--- src/rtl/scan_irq_pkg.sv ---
package scan_irq_pkg;
  typedef enum logic [1:0] {
    MODE_LATE  = 2'b00,
    MODE_EARLY = 2'b01,
    MODE_FALL  = 2'b10,
    MODE_ALT   = 2'b11
  } irq_mode_e;

  typedef struct packed {
    logic fall_edge;
    logic zero_silent;
  } mode_cfg_t;

  function automatic mode_cfg_t decode_mode(irq_mode_e m);
    mode_cfg_t c;
    c.fall_edge   = (m == MODE_FALL);
    c.zero_silent = (m == MODE_EARLY);
    return c;
  endfunction
endpackage

--- src/rtl/scan_irq_regs.sv ---
module scan_irq_regs #(
  parameter int ADDR_W = 16,
  parameter int CNT_W  = 8
) (
  input  logic              clk_i,
  input  logic              rst_ni,
  input  logic [ADDR_W-1:0] addr_i,
  input  logic [CNT_W-1:0]  data_i,
  input  logic              wr_i,
  output logic [CNT_W-1:0]  latch_o,
  output logic              reload_req_o,
  output logic              ack_o,
  output logic              irq_en_o
);
  localparam int SEL_W = 3;
  localparam logic [SEL_W-1:0] SEL_CNT = 3'b110;
  localparam logic [SEL_W-1:0] SEL_IRQ = 3'b111;

  logic [SEL_W-1:0] sel;
  logic odd, hit_cnt, hit_irq;

  assign sel     = addr_i[ADDR_W-1 -: SEL_W];
  assign odd     = addr_i[0];
  assign hit_cnt = wr_i && (sel == SEL_CNT);
  assign hit_irq = wr_i && (sel == SEL_IRQ);

  assign reload_req_o = hit_cnt && odd;
  assign ack_o        = hit_irq && !odd;

  always_ff @(posedge clk_i or negedge rst_ni) begin
    if (!rst_ni) begin
      latch_o  <= '0;
      irq_en_o <= 1'b0;
    end else begin
      if (hit_cnt && !odd) latch_o <= data_i;
      if (ack_o) irq_en_o <= 1'b0;
      else if (hit_irq && odd) irq_en_o <= 1'b1;
    end
  end
endmodule

--- src/rtl/scan_irq_a12_filter.sv ---
module scan_irq_a12_filter #(
  parameter int LOW_M2 = 3
) (
  input  logic clk_i,
  input  logic rst_ni,
  input  logic a12_i,
  input  logic m2_i,
  input  logic fall_edge_i,
  output logic tick_o
);
  localparam int LW = $clog2(LOW_M2 + 1);
  localparam logic [LW-1:0] LOW_MAX = LW'(LOW_M2);

  logic a12_q, m2_q, armed;
  logic [LW-1:0] low_cnt;
  logic a12_rise, a12_fall, m2_fall, qual_rise;

  assign a12_rise  = a12_i && !a12_q;
  assign a12_fall  = !a12_i && a12_q;
  assign m2_fall   = !m2_i && m2_q;
  assign qual_rise = a12_rise && (low_cnt == LOW_MAX);

  always_ff @(posedge clk_i or negedge rst_ni) begin
    if (!rst_ni) begin
      a12_q   <= 1'b0;
      m2_q    <= 1'b0;
      low_cnt <= '0;
      armed   <= 1'b0;
    end else begin
      a12_q <= a12_i;
      m2_q  <= m2_i;
      if (a12_i) low_cnt <= '0;
      else if (m2_fall && low_cnt != LOW_MAX) low_cnt <= low_cnt + 1'b1;
      // armed marks a high period that began with a qualified rise
      if (qual_rise) armed <= 1'b1;
      else if (a12_fall) armed <= 1'b0;
    end
  end

  assign tick_o = fall_edge_i ? (a12_fall && armed) : qual_rise;
endmodule

--- src/rtl/scan_irq_core.sv ---
module scan_irq_core #(
  parameter int CNT_W = 8
) (
  input  logic             clk_i,
  input  logic             rst_ni,
  input  logic             tick_i,
  input  logic             zero_silent_i,
  input  logic [CNT_W-1:0] latch_i,
  input  logic             reload_req_i,
  input  logic             ack_i,
  input  logic             irq_en_i,
  output logic             irq_o
);
  logic [CNT_W-1:0] cnt, cnt_next;
  logic reload_flag, load_path, fire, pending;

  assign load_path = (cnt == '0) || reload_flag;
  assign cnt_next  = load_path ? latch_i : cnt - 1'b1;
  // early variant: only a decrement reaching zero may fire
  assign fire = tick_i && irq_en_i && (cnt_next == '0) && (!zero_silent_i || !load_path);

  always_ff @(posedge clk_i or negedge rst_ni) begin
    if (!rst_ni) begin
      cnt         <= '0;
      reload_flag <= 1'b0;
      pending     <= 1'b0;
    end else begin
      if (tick_i) begin
        cnt         <= cnt_next;
        reload_flag <= reload_req_i;
      end else if (reload_req_i) begin
        reload_flag <= 1'b1;
      end
      if (ack_i) pending <= 1'b0;
      else if (fire) pending <= 1'b1;
    end
  end

  assign irq_o = pending;
endmodule

--- src/rtl/scan_irq_top.sv ---
module scan_irq_top #(
  parameter int ADDR_W = 16,
  parameter int CNT_W  = 8,
  parameter int LOW_M2 = 3
) (
  input  logic              clk_i,
  input  logic              rst_ni,
  input  logic [1:0]        mode_i,
  input  logic [ADDR_W-1:0] cpu_addr_i,
  input  logic [CNT_W-1:0]  cpu_data_i,
  input  logic              cpu_wr_i,
  input  logic              ppu_a12_i,
  input  logic              m2_i,
  output logic              irq_o
);
  import scan_irq_pkg::*;

  mode_cfg_t cfg;
  logic [CNT_W-1:0] latch;
  logic reload_req, ack, irq_en, tick;

  assign cfg = decode_mode(irq_mode_e'(mode_i));

  scan_irq_regs #(.ADDR_W(ADDR_W), .CNT_W(CNT_W)) u_regs (
    .clk_i, .rst_ni,
    .addr_i(cpu_addr_i), .data_i(cpu_data_i), .wr_i(cpu_wr_i),
    .latch_o(latch), .reload_req_o(reload_req), .ack_o(ack), .irq_en_o(irq_en)
  );

  scan_irq_a12_filter #(.LOW_M2(LOW_M2)) u_filt (
    .clk_i, .rst_ni,
    .a12_i(ppu_a12_i), .m2_i(m2_i), .fall_edge_i(cfg.fall_edge), .tick_o(tick)
  );

  scan_irq_core #(.CNT_W(CNT_W)) u_core (
    .clk_i, .rst_ni,
    .tick_i(tick), .zero_silent_i(cfg.zero_silent), .latch_i(latch),
    .reload_req_i(reload_req), .ack_i(ack), .irq_en_i(irq_en), .irq_o(irq_o)
  );
endmodule

--- config.mk ---
export PLATFORM = sky130hd
export DESIGN_NAME = scan_irq_top
export DESIGN_NICKNAME = d
export VERILOG_FILES = /design/src/rtl/scan_irq_pkg.sv /design/src/rtl/scan_irq_regs.sv /design/src/rtl/scan_irq_a12_filter.sv /design/src/rtl/scan_irq_core.sv /design/src/rtl/scan_irq_top.sv
export SDC_FILE = /design/constraint.sdc
export NUM_CORES = 1
export LEC_CHECK = 0
export BUFFER_PORTS_ARGS = -buffer_cell sky130_fd_sc_hd__buf_4
export CELL_PAD_IN_SITES_DETAIL_PLACEMENT = 1
export CELL_PAD_IN_SITES_GLOBAL_PLACEMENT = 1
export CORE_MARGIN = 5
export CORE_UTILIZATION = 45
export CTS_BUF_LIST = sky130_fd_sc_hd__clkbuf_4
export DETAILED_ROUTE_END_ITERATION = 12
export MAX_ROUTING_LAYER = met4
export PLACE_DENSITY_LB_ADDON = 0.1
export SLEW_MARGIN = 15
export SYNTH_ARGS = -nofsm -noshare
export SYNTH_HDL_FRONTEND = slang
export SYNTH_SLANG_ARGS = --single-unit
export TNS_END_PERCENT = 50
--- constraint.sdc ---
create_clock -name clk_i -period 3.3 [get_ports clk_i]
set_clock_uncertainty 0.15 [all_clocks]
set_input_delay 0.495 -clock clk_i [delete_from_list [all_inputs] [get_ports clk_i]]
set_output_delay 0.495 -clock clk_i [all_outputs]
set_load 0.05 [all_outputs]
==> results of run 1 <==
per-stage QoR:
stage               area [sq um]  std cells
floorplan                   1310        128
global placement            1490        176
detailed placement          1490        176
CTS                         1520        180
global route                1520        180
finish                      1520        180
final cells by class:
type | count | area [sq um] | share of cell area, %
timing repair buffer | 23 | 175 | 11.5
inverter | 6 | 22.5 | 1.48
clock buffer | 3 | 22.5 | 1.48
multi-input combinational | 93 | 663 | 43.5
sequential | 24 | 601 | 39.4
tap | 31 | 38.8 | 2.55
logic make-up after synthesis:
| group | synth area share [%] |
|---|---|
| AOI/OAI and AO/OA | 17.1 |
| xor gates and xnor gates | 2.68 |
| adders and majority gates | 2.87 |
| buffers and inverters | 3.26 |
| DFF | 46.0 |
| muxes | 10.2 |
| and+or+nand+nor | 17.9 |
what timing repair did:
item,4_1_cts,5_1_grt
hold endpoints to repair,24,0
setup endpoints to repair,0,0
hold buffers,1,0
resized for setup,0,0
worst reg2reg max path, cell delays in order, from the launching register on:
cell and delay [ns]:
dfrtp_1 0.48, inv_1 0.14, ha_1 0.18, nor3b_2 0.23, a21oi_1 0.21, buf_4 0.22, or4_1 0.49, a2111o_1 0.39
o41ai_2 0.24
power groups by stage:
stage	sequential, mW	combinational [mW]	clock [mW]
global placement	0.487	0.357	0
CTS	0.489	0.381	0.130
floorplan	0.450	0.297	0
finish	0.488	0.378	0.125
global route	0.502	0.422	0.142
detailed placement	0.495	0.375	0
layer usage:
metal | track usage [%] | up-vias
met5 | - | -
met4 | 4.68 | 0
met3 | 2.63 | 5
met2 | 25.4 | 12
met1 | 20.8 | 508
li1 | - | 510
flip-flops by register name, indices dropped and copies added (netlist names):
signal,count
u_regs.irq_en_o,1
u_filt.armed,1
u_core.cnt,8
u_filt.low_cnt,2
u_core.reload_flag,1
u_core.irq_o,1
u_regs.latch_o,8
u_filt.m2_q,1
u_filt.a12_q,1
worst max-delay path by stage:
| stage | start | end | slack, ns |
|---|---|---|---|
| 6_report | u_core.cnt[0] | u_core.irq_o | 0.48 |
| 5_1_grt | u_core.cnt[0] | u_core.irq_o | 0.30 |
| 4_1_cts | u_core.cnt[0] | u_core.irq_o | 0.47 |
| 3_5_place_dp | u_core.cnt[0] | u_core.irq_o | 0.52 |
| 3_3_place_gp | u_core.cnt[0] | u_core.irq_o | 0.58 |
| 2_1_floorplan | u_core.cnt[0] | u_core.irq_o | 1.10 |
layout by cell type (no fill, tap or decap), types with 3 or more instances in the layout:
cell / Yosys / layout
a211oi_1: 3 / 3
a21oi_1: 5 / 5
buf_4: 0 / 22
clkbuf_4: 0 / 3
dfrtp_1: 24 / 24
ha_1: 3 / 3
inv_1: 6 / 6
mux2_2: 11 / 11
nand2_1: 4 / 4
nand3_1: 4 / 4
nor2_1: 17 / 17
nor2b_1: 3 / 3
nor3_1: 4 / 4
o21ai_0: 6 / 6
==> metrics.md, run 1 <==
| Metric | Value |
|---|---|
| Outcome | `finished clean` |
| First-pass GRT wire length | `5.09 mm` |
| Std-Cell Core Area | `2760 sq um` |
| Post-synthesis sequential area ratio | `46.0%` |
| Via Count | `1035` |
| Drt initial violations | `32` |
| Cts bufs inserted | `3` |
| Fmax | `355 MHz` |
| Avg WL per Cell | `16.6 um` |
| Pins over their slew limit | `0` |
| R2R setup slack | `0.48 ns` |
| Hold depth | `1` |
| WL met3 | `65 um` |
| Tmin final | `2.82 ns` |
| Synth Warn # | `0` |
| Fin Hold WS | `0.146 ns` |
| Final setup vio count | `0` |
| Clk_lat worst skew | `0.31 ns` |
| Fin util | `55.2%` |
| Initial antenna violation count | `0` |
| HP Start | `m2_i` |
| GPL Wtd Cong | `0.816` |
| Logic pwr share | `38.1%` |
| Max incr delay on CP | `0.49 ns` |
| Peak supply drop | `0.000402 V` |
| Clk root buf | `clkbuf_4` |
| Ys flop type | `dfrtp_1` |
| Post-CTS Setup Bufs | `0` |
| Post-Syn Area per Cell | `10.2 sq um` |
| Int Pwr | `595 uW` |
| Worst Path Required | `3.36 ns` |
| Layout cells sized above 1 | `27.5%` |
| DP Worst Slack | `0.518 ns` |
| Critical Path Stages | `8` |
| Cell area power density | `650 nW/um^2` |
| Unrepaired setup endpoints after global routing | `no` |
| Final hold violation count | `0` |
| Switch share | `39.9%` |
| Max-cap violations | `0` |
| Worst-margin pin slew | `0.496 ns` |
| Mapped cell area | `1310 sq um` |
| R2R Path Start | `u_core.cnt[0]` |
| Initial Utilization | `47.4%` |
| Area grow syn2layout | `16.6%` |
| Worst path cell trace | `inv_1, ha_1, nor3b_2, a21oi_1, buf_4, or4_1, a2111o_1, o41ai_2` |
| DR DRC count | `0` |
| Top delay family on crit path | `compound AO/OA/AOI/OAI gates` |
| Synth area leaders | `dfrtp_1, mux2_2, nor2_1, ha_1, o21ai_0` |
| Gr usage total | `15.9%` |
| GR Overflow Total | `0` |
| Synth async-reset ratio | `100%` |
| Pin count of the biggest net entering global routing | `25` |
| Final worst slack | `0.483 ns` |
| Pleak | `0.676 nW` |
| Vias in the first global route | `1055` |
| Antenna cells | `0` |
| Vias/cell | `5.75` |
| DPL Wire Length | `2.32 mm` |
| Hold EP | `u_filt.m2_q` |
| DR pass1 iterations | `4` |
| Horiz. Die Dim | `63.9 um` |
| Clk sink count | `24` |
| Startpoint Class | `register` |
| Synth cell types | `39` |
| Synth Net Count | `162` |
| Reg2Reg Capture Point | `u_core.irq_o` |
| Met2 wire length | `1.44 mm` |
| Clk pin slew, worst setup/hold paths | `0.12 ns` |
| Sw power | `395 uW` |
| Setup_tns | `0 ns` |
| Crit path DAT | `2.88 ns` |
| Slew headroom | `66.9%` |
| Layout fillers | `312` |
| Area leader, netlist | `dfrtp_1` |
| Crit end category | `register` |
| Most frequent cells after synthesis | `dfrtp_1, nor2_1, mux2_2` |
| Tot Pwr | `990 uW` |
| Final #Nets | `185` |
| Worst Path Max Fanout | `7` |
| Buffers and inverters on the worst path | `2` |
| CTS H-tree lvls | `1` |
| Worst path slowest cell | `or4_1` |
| Num rows | `19` |
| TritonCTS clock tree | `yes` |
| Wl on met1 | `1.45 mm` |
| EDFF count, synth | `0` |
| Syn Inst Count | `128` |
| Final Cycle Share | `85.4%` |
| R2R cell count | `8` |
| Synth top area share | `46.0%` |
| Reg power frac | `49.2%` |
| Clk buf depth | `2` |
| Post-Route WL | `2.99 mm` |
| Post-DRT Antenna Nets | `0` |
| Most common cell in the synthesized netlist | `dfrtp_1` |
| Chip Height | `63.9 um` |
| Crit path kind | `reg2reg` |
| I/O pins | `32` |
| DR top layer | `met4` |
| Worst hold path class | `in2reg` |
| Post-synthesis register bit count | `24` |
| PortBufs | `19` |
| Power share of the clock group | `12.6%` |
| Die ar. | `4080 sq um` |
Power figures use the tool's default switching activity.
==> run 2: changes to the inputs <==
ABC_AREA = 1   (was unset)
BUFFER_PORTS_ARGS = -buffer_cell sky130_fd_sc_hd__buf_2   (was -buffer_cell sky130_fd_sc_hd__buf_4)
CORE_UTILIZATION = 43   (was 45)
==> run 2 against run 1 <==
Critical path depth grew 2. Total power grew 2.5%. Area after synthesis shrank 1.1%. Design area shrank 2.3%. Largest power group unchanged.
==> metrics.md, run 2 <==
| Metric | Value |
|---|---|
| Placed Cells | `207 (+18%)` |
| TritonCTS clock tree | `yes` |
| Std-Cell Core Area | `2830 sq um (+2.6%)` |
| Vias in the first global route | `1175 (+11%)` |
| Layout cells sized above 1 | `19.9% (-7.6 points)` |
| Clk sink count | `24 (unchanged)` |
| Clk_lat worst skew | `0.32 ns (about the same)` |
| CTS H-tree lvls | `1 (unchanged)` |
| EDFF count, synth | `0 (unchanged)` |
| HP Start | `m2_i` |
| Most common cell after layout, fill and taps aside | `nand2_1` |
| R2R Path Start | `u_core.cnt[0]` |
| Post-Route WL | `2.99 mm (-0.13%)` |
| Avg WL per Cell | `14.1 um (-15%)` |
| PortBufs | `19 (unchanged)` |
| Pins over their slew limit | `0 (unchanged)` |
| Final setup vio count | `0 (unchanged)` |
| Peak supply drop | `0.000319 V (-21%)` |
| Final hold violation count | `0 (unchanged)` |
| Crit path kind | `reg2reg` |
| Chip Height | `64.8 um (+1.4%)` |
| Area leader, netlist | `dfrtp_1` |
| Post-Layout Cell Count | `212 (+18%)` |
| Fmax | `500 MHz (+41%)` |
| Cell area power density | `682 nW/um^2 (+4.9%)` |
| Crit end category | `register` |
| Max-cap violations | `0 (unchanged)` |
| Pin count of the biggest net entering global routing | `25 (unchanged)` |
| Worst path slowest cell | `dfrtp_1` |
| Initial antenna violation count | `0 (unchanged)` |
| Top delay family on crit path | `simple AND/OR/NAND/NOR gates` |
| Tmin final | `2.00 ns (-0.816 ns)` |
| Clk pin slew, worst setup/hold paths | `0.13 ns (about the same)` |
| Initial Utilization | `45.6% (-1.7 points)` |
| Clk buf depth | `2 (unchanged)` |
| Reg2Reg Capture Point | `u_core.irq_o` |
| Hold depth | `1 (unchanged)` |
| DPL Wire Length | `2.38 mm (+2.2%)` |
| M3 GR Usage | `1.55% (-1.1 points)` |
| Largest registers | `u_core.cnt x8, u_regs.latch_o x8, u_filt.low_cnt x2` |
| Post-synthesis register bit count | `24 (unchanged)` |
| Most frequent cells in the layout | `nand2_1, dfrtp_1, inv_1` |
| Area grow syn2layout | `15.2%` |
| Worst Path Required | `3.41 ns (+0.05 ns)` |
| Most common cell in the synthesized netlist | `nand2_1` |
| Horiz. Die Dim | `64.8 um (+1.4%)` |
| GR peak layer | `met2` |
| Startpoint Class | `register` |
| Synth async-reset ratio | `100% (unchanged)` |
| Crit path DAT | `2.11 ns (-0.77 ns)` |
| Most frequent cells after synthesis | `nand2_1, dfrtp_1, inv_1` |
| Worst Path Max Fanout | `8 (+1)` |
| Num rows | `19 (unchanged)` |
| Post-synthesis sequential area ratio | `46.5% (+0.53 points)` |
| Max incr delay on CP | `0.40 ns (-0.09 ns)` |
| Final Cycle Share | `60.7% (-25 points)` |
| Outcome | `finished clean` |
| GPL Wtd Cong | `0.757 (-7.2%)` |
| Most common cell on crit path | `nand2_1` |
| Mapped cell area | `1290 sq um (-1.1%)` |
| DR DRC count | `0 (unchanged)` |
| Setup_tns | `0 ns (unchanged)` |
| Gr usage total | `16.4% (+0.48 points)` |
| Syn Inst Count | `157 (+23%)` |
| Synth top area share | `46.5% (+0.53 points)` |
| R2R cell count | `10 (+2)` |
| Slew headroom | `64.8% (-2.1 points)` |
| Post-Syn Area per Cell | `8.22 sq um (-19%)` |
| Antenna cells | `0 (unchanged)` |
| DR pass1 iterations | `4 (unchanged)` |
| Unrepaired setup endpoints after global routing | `no` |
| Synth area leaders | `dfrtp_1, nand2_1, inv_1, mux2_2, nor2_1` |
| Synth Warn # | `0 (unchanged)` |
| GR Util met2 | `30.0% (+4.6 points)` |
| Vias/cell | `5.18 (-9.9%)` |
| Clk root buf | `clkbuf_4` |
| Drt initial violations | `24 (-25%)` |
| Worst hold path class | `in2reg` |
| Worst-margin pin slew | `0.528 ns (+0.0312 ns)` |
| Die ar. | `4200 sq um (+2.9%)` |
| I/O pins | `32 (unchanged)` |
| Pleak | `0.776 nW (+15%)` |
| First-pass GRT wire length | `5.20 mm (+2.2%)` |
| Synth cell types | `24 (-38%)` |
| R2R setup slack | `1.30 ns (+0.82 ns)` |
| Worst path cell trace | `inv_1, ha_1, nand2_1, o21ai_4, nand2_1, o21ai_0, nand2_1, nor2_1, nand2_1, a21oi_2` |
| Post-DRT Antenna Nets | `0 (unchanged)` |
| Cts bufs inserted | `3 (unchanged)` |
| Ys flop type | `dfrtp_1` |
| GR Overflow Total | `0 (unchanged)` |
| Final #Nets | `216 (+17%)` |
| Global routing usage on met1 | `18.3% (-2.5 points)` |
| Hold EP | `u_filt.m2_q` |
| Synth Net Count | `191 (+18%)` |
| Buffers and inverters on the worst path | `1 (-1)` |
| Via Count | `1098 (+6.1%)` |
| Critical Path Stages | `10 (+2)` |
## run 2: worst max-delay path by stage
stage,startpoint,to,slack [ns]
finish,u_core.cnt[0],u_core.irq_o,1.30
global route,u_core.cnt[0],u_core.irq_o,1.07
CTS,u_core.cnt[0],u_core.irq_o,1.28
detailed placement,u_core.cnt[0],u_core.irq_o,1.34
global placement,u_core.cnt[0],u_core.irq_o,1.36
floorplan,u_core.cnt[0],u_core.irq_o,1.67
## run 2: cell type report
cell class / instances / area (sq um)
fill: 351 / 1340
sequential: 24 / 601
timing repair buffer: 20 / 105
clock inverter: 1 / 30.0
clock buffer: 3 / 22.5
inverter: 22 / 82.6
multi-input combinational: 111 / 608
tap: 31 / 38.8
## run 2: routing by layer
| layer | share of wire (%) | vias up |
|---|---|---|
| met1 | 44 | 522 |
| met3 | 1.8 | 4 |
| met2 | 52 | 14 |
| li1 | - | 558 |
| met5 | 0 | - |
| met4 | 1.8 | 0 |
## run 2: stage by stage
step	setup WS (ns)	total power, mW	utilization (%)	hold slack, ns	cell area (sq um)
6_report	1.30	1.01	52.6	0.136	1490
3_3_place_gp	1.36	0.787	50.4	0.324	1430
3_5_place_dp	1.34	0.813	50.4	0.333	1430
4_1_cts	1.28	1.03	52.6	0.131	1490
2_1_floorplan	1.67	0.706	-	0.0494	1290
5_1_grt	1.07	1.11	52.6	0.114	1490
## run 2: kinds of logic after synthesis
logic type      Yosys count  share of synthesized area, %
simple gates             76                          26.7
xor+xnor                  1                         0.678
flops                    24                          46.5
compound gates           25                          11.5
buf+inv                  22                          6.40
fa+ha+maj                 3                          2.91
mux                       6                          5.23
## run 2: worst register-to-register path: stages (launching register included)
cell     delay (ns)
dfrtp_1        0.40
inv_1          0.15
ha_1           0.18
nand2_1        0.14
o21ai_4        0.28
nand2_1        0.08
o21ai_0        0.10
nand2_1        0.08
nor2_1         0.14
nand2_1        0.10
a21oi_2        0.12
## run 2: what timing repair did
action / CTS / global route
hold buffers: 1 / 0
buffers inserted: 0 / 0
resized for setup: 0 / 0
endpoints found under the hold margin: 16 / 0
## run 2: power breakdown
group	total (mW)	leakage (nW)	internal (mW)	switching [mW]
Clock	0.213	0.0279	0.123	0.0900
Sequential	0.438	0.291	0.365	0.0726
Combinational	0.364	0.458	0.140	0.224
==> run 3: changes to the inputs <==
ABC_AREA = 0   (was 1)
CORE_UTILIZATION = 42   (was 43)
clock period = 2.05 ns   (was 3.3 ns; I/O delays follow)
==> run 3 against run 2 <==
The run now ends with negative setup slack left. Via count is 2.4% higher. Sequential cell count stayed put. Sequential power is 62% higher. Core utilization is 3.4 points higher. Register-to-register slack worse by 1.5 ns. Wire length is 15% higher. Count of clock-buffer cells in the layout stayed put. Total power is 92% higher. Cell count is 1.4% higher. Critical endpoint unchanged. Largest cell class unchanged.
==> metrics.md, run 3 (synthesized netlist as in run 1, its figures left out) <==
| Metric | Value |
|---|---|
| Startpoint Class | `register` |
| Top delay family on crit path | `compound AO/OA/AOI/OAI gates` |
| Drt initial violations | `49 (+100%)` |
| Crit path DAT | `2.36 ns (+0.25 ns)` |
| Final worst slack | `-0.239 ns (-1.54 ns)` |
| Crit path kind | `reg2reg` |
| Clk root buf | `clkbuf_4` |
| TritonCTS clock tree | `yes` |
| R2R setup slack | `-0.24 ns (-1.54 ns)` |
| Pleak | `0.766 nW (-1.3%)` |
| Worst Path Max Fanout | `2 (-6)` |
| First-pass GRT wire length | `5.64 mm (+8.6%)` |
| DR DRC count | `0 (unchanged)` |
| Max incr delay on CP | `0.42 ns (+0.02 ns)` |
| Slew headroom | `63.9% (-0.92 points)` |
| Clk buf depth | `2 (unchanged)` |
| Initial antenna violation count | `0 (unchanged)` |
| Worst Path Required | `2.12 ns (-1.29 ns)` |
| Final Cycle Share | `112% (+51 points)` |
| Die ar. | `4330 sq um (+3.0%)` |
| Layout cells sized above 1 | `39.2% (+19 points)` |
| Outcome | `complete, but fails checks` |
| Worst hold path class | `in2reg` |
| Buffers and inverters on the worst path | `1 (unchanged)` |
| Antenna cells | `0 (unchanged)` |
| Worst path cell trace | `inv_2, ha_4, nor3b_4, a21oi_2, or4_1, a2111o_1, o41ai_2` |
| Peak supply drop | `0.000422 V (+32%)` |
| I/O pins | `32 (unchanged)` |
| Initial Utilization | `43.1% (-2.5 points)` |
| Post-Route WL | `3.42 mm (+15%)` |
| Tot Pwr | `1.95 mW (+92%)` |
| Crit end category | `register` |
| Largest registers | `u_core.cnt x8, u_regs.latch_o x8, u_filt.low_cnt x2` |
| Gr usage total | `17.6% (+1.2 points)` |
| Max-cap violations | `0 (unchanged)` |
| DR pass1 iterations | `4 (unchanged)` |
| Final setup vio count | `6 (+6)` |
| Pin count of the biggest net entering global routing | `25 (unchanged)` |
| Vias in the first global route | `1193 (+1.5%)` |
| Cell area power density | `1150 nW/um^2 (+69%)` |
| PortBufs | `19 (unchanged)` |
| GPL Wtd Cong | `0.853 (+13%)` |
| Avg WL per Cell | `15.9 um (+13%)` |
| Std-Cell Core Area | `3030 sq um (+7.0%)` |
| Num rows | `20 (+1)` |
| Tmin final | `2.29 ns (+0.287 ns)` |
| Pins over their slew limit | `0 (unchanged)` |
| Clk sink count | `24 (unchanged)` |
| Most common cell after layout, fill and taps aside | `dfrtp_1` |
| Placed cell areas | `1610 sq um (+13%)` |
| Via Count | `1124 (+2.4%)` |
| GR Overflow Total | `0 (unchanged)` |
| Fmax | `437 MHz (-13%)` |
| CTS H-tree lvls | `1 (unchanged)` |
| Final #Nets | `206 (-4.6%)` |
| Unrepaired setup endpoints after global routing | `yes` |
| Failing checks | `negative setup slack` |
| DPL Wire Length | `2.64 mm (+11%)` |
| Area grow syn2layout | `29.8%` |
| Most frequent cells in the layout | `dfrtp_1, buf_4, buf_2` |
| Vias/cell | `5.23 (+0.94%)` |
| Clk_lat worst skew | `0.32 ns (about the same)` |
| Horiz. Die Dim | `65.8 um (+1.5%)` |
| Design area | `1700 sq um (+14%)` |
| Cts bufs inserted | `3 (unchanged)` |
| Worst-margin pin slew | `0.541 ns (+0.0137 ns)` |
| Final hold violation count | `0 (unchanged)` |
| Clk pin slew, worst setup/hold paths | `0.13 ns (about the same)` |
| Post-DRT Antenna Nets | `0 (unchanged)` |
| Worst path slowest cell | `dfrtp_1` |
| Chip Height | `65.8 um (+1.5%)` |
run 3: cell count changes in the layout (fill, tap and decap cells not counted), moves of 5 or more:
cell     previous run  this run
nand2_1            37         4
inv_1              21         4
mux2_2              6        11
buf_4               0        23
nand3_1            12         4
run 3: timing repair:
action | in CTS | in global routing
cloned | 0 | 0
hold endpoints to repair | 25 | 0
setup endpoints to repair | 1 | 8
setup buffers | 1 | 2
hold buffers | 2 | 0
gates resized for setup | 1 | 3
pin swaps | 0 | 5
run 3: report_power, final:
part           internal (mW)  switching (mW)  leakage (nW)
Combinational          0.526           0.505         0.453
Sequential             0.599           0.112         0.298
Clock                 0.0712           0.137        0.0154
run 3: final cells by class:
class                   instances  area (sq um)
fillers                       355          1330
flip-flops and latches         24           601
multi-input cells              93           703
well taps                      44          55.1
clock inverters                 1          3.75
repair buffers                 44           288
clock buffers                   3          22.5
inverters                       6          22.5
run 3: path summary, 6_finish.rpt:
path,startpoint,cells past startpoint,to
max reg2reg,u_core.cnt[1],7,u_core.irq_o
max in group asynchronous,rst_ni,2,u_regs.latch_o[2]
max,u_core.cnt[1],7,u_core.irq_o
min reg2reg,u_filt.a12_q,1,u_filt.armed
min,ppu_a12_i,1,u_filt.a12_q
min in group asynchronous,rst_ni,2,u_core.cnt[0]
run 3: layer usage:
layer	share of wire, %	wire length, um	global-route usage [%]
met5	0	0	-
met4	0.99	34	4.66
met3	3.2	109	2.04
met2	51	1750	30.0
met1	45	1530	22.2
run 3: stage by stage:
step / worst slack [ns] / util, % / std cells / setup TNS, ns / hold WS, ns
finish: -0.239 / 56.0 / 215 / -0.671 / 0.0224
global route: -0.359 / 56.0 / 215 / -1.56 / 0.00793
CTS: -0.210 / 54.9 / 213 / -0.289 / 0.0112
detailed placement: -0.176 / 53.0 / 206 / -0.176 / 0.167
global placement: -0.171 / 53.0 / 206 / -0.171 / 0.159
floorplan: -0.0958 / - / 128 / -0.0958 / -0.138
run 3: worst register-to-register path, stage by stage, from the launching register on:
cell and delay [ns]:
dfrtp_1 0.42, inv_2 0.09, ha_4 0.13, nor3b_4 0.22, a21oi_2 0.10, or4_1 0.42, a2111o_1 0.38, o41ai_2 0.29
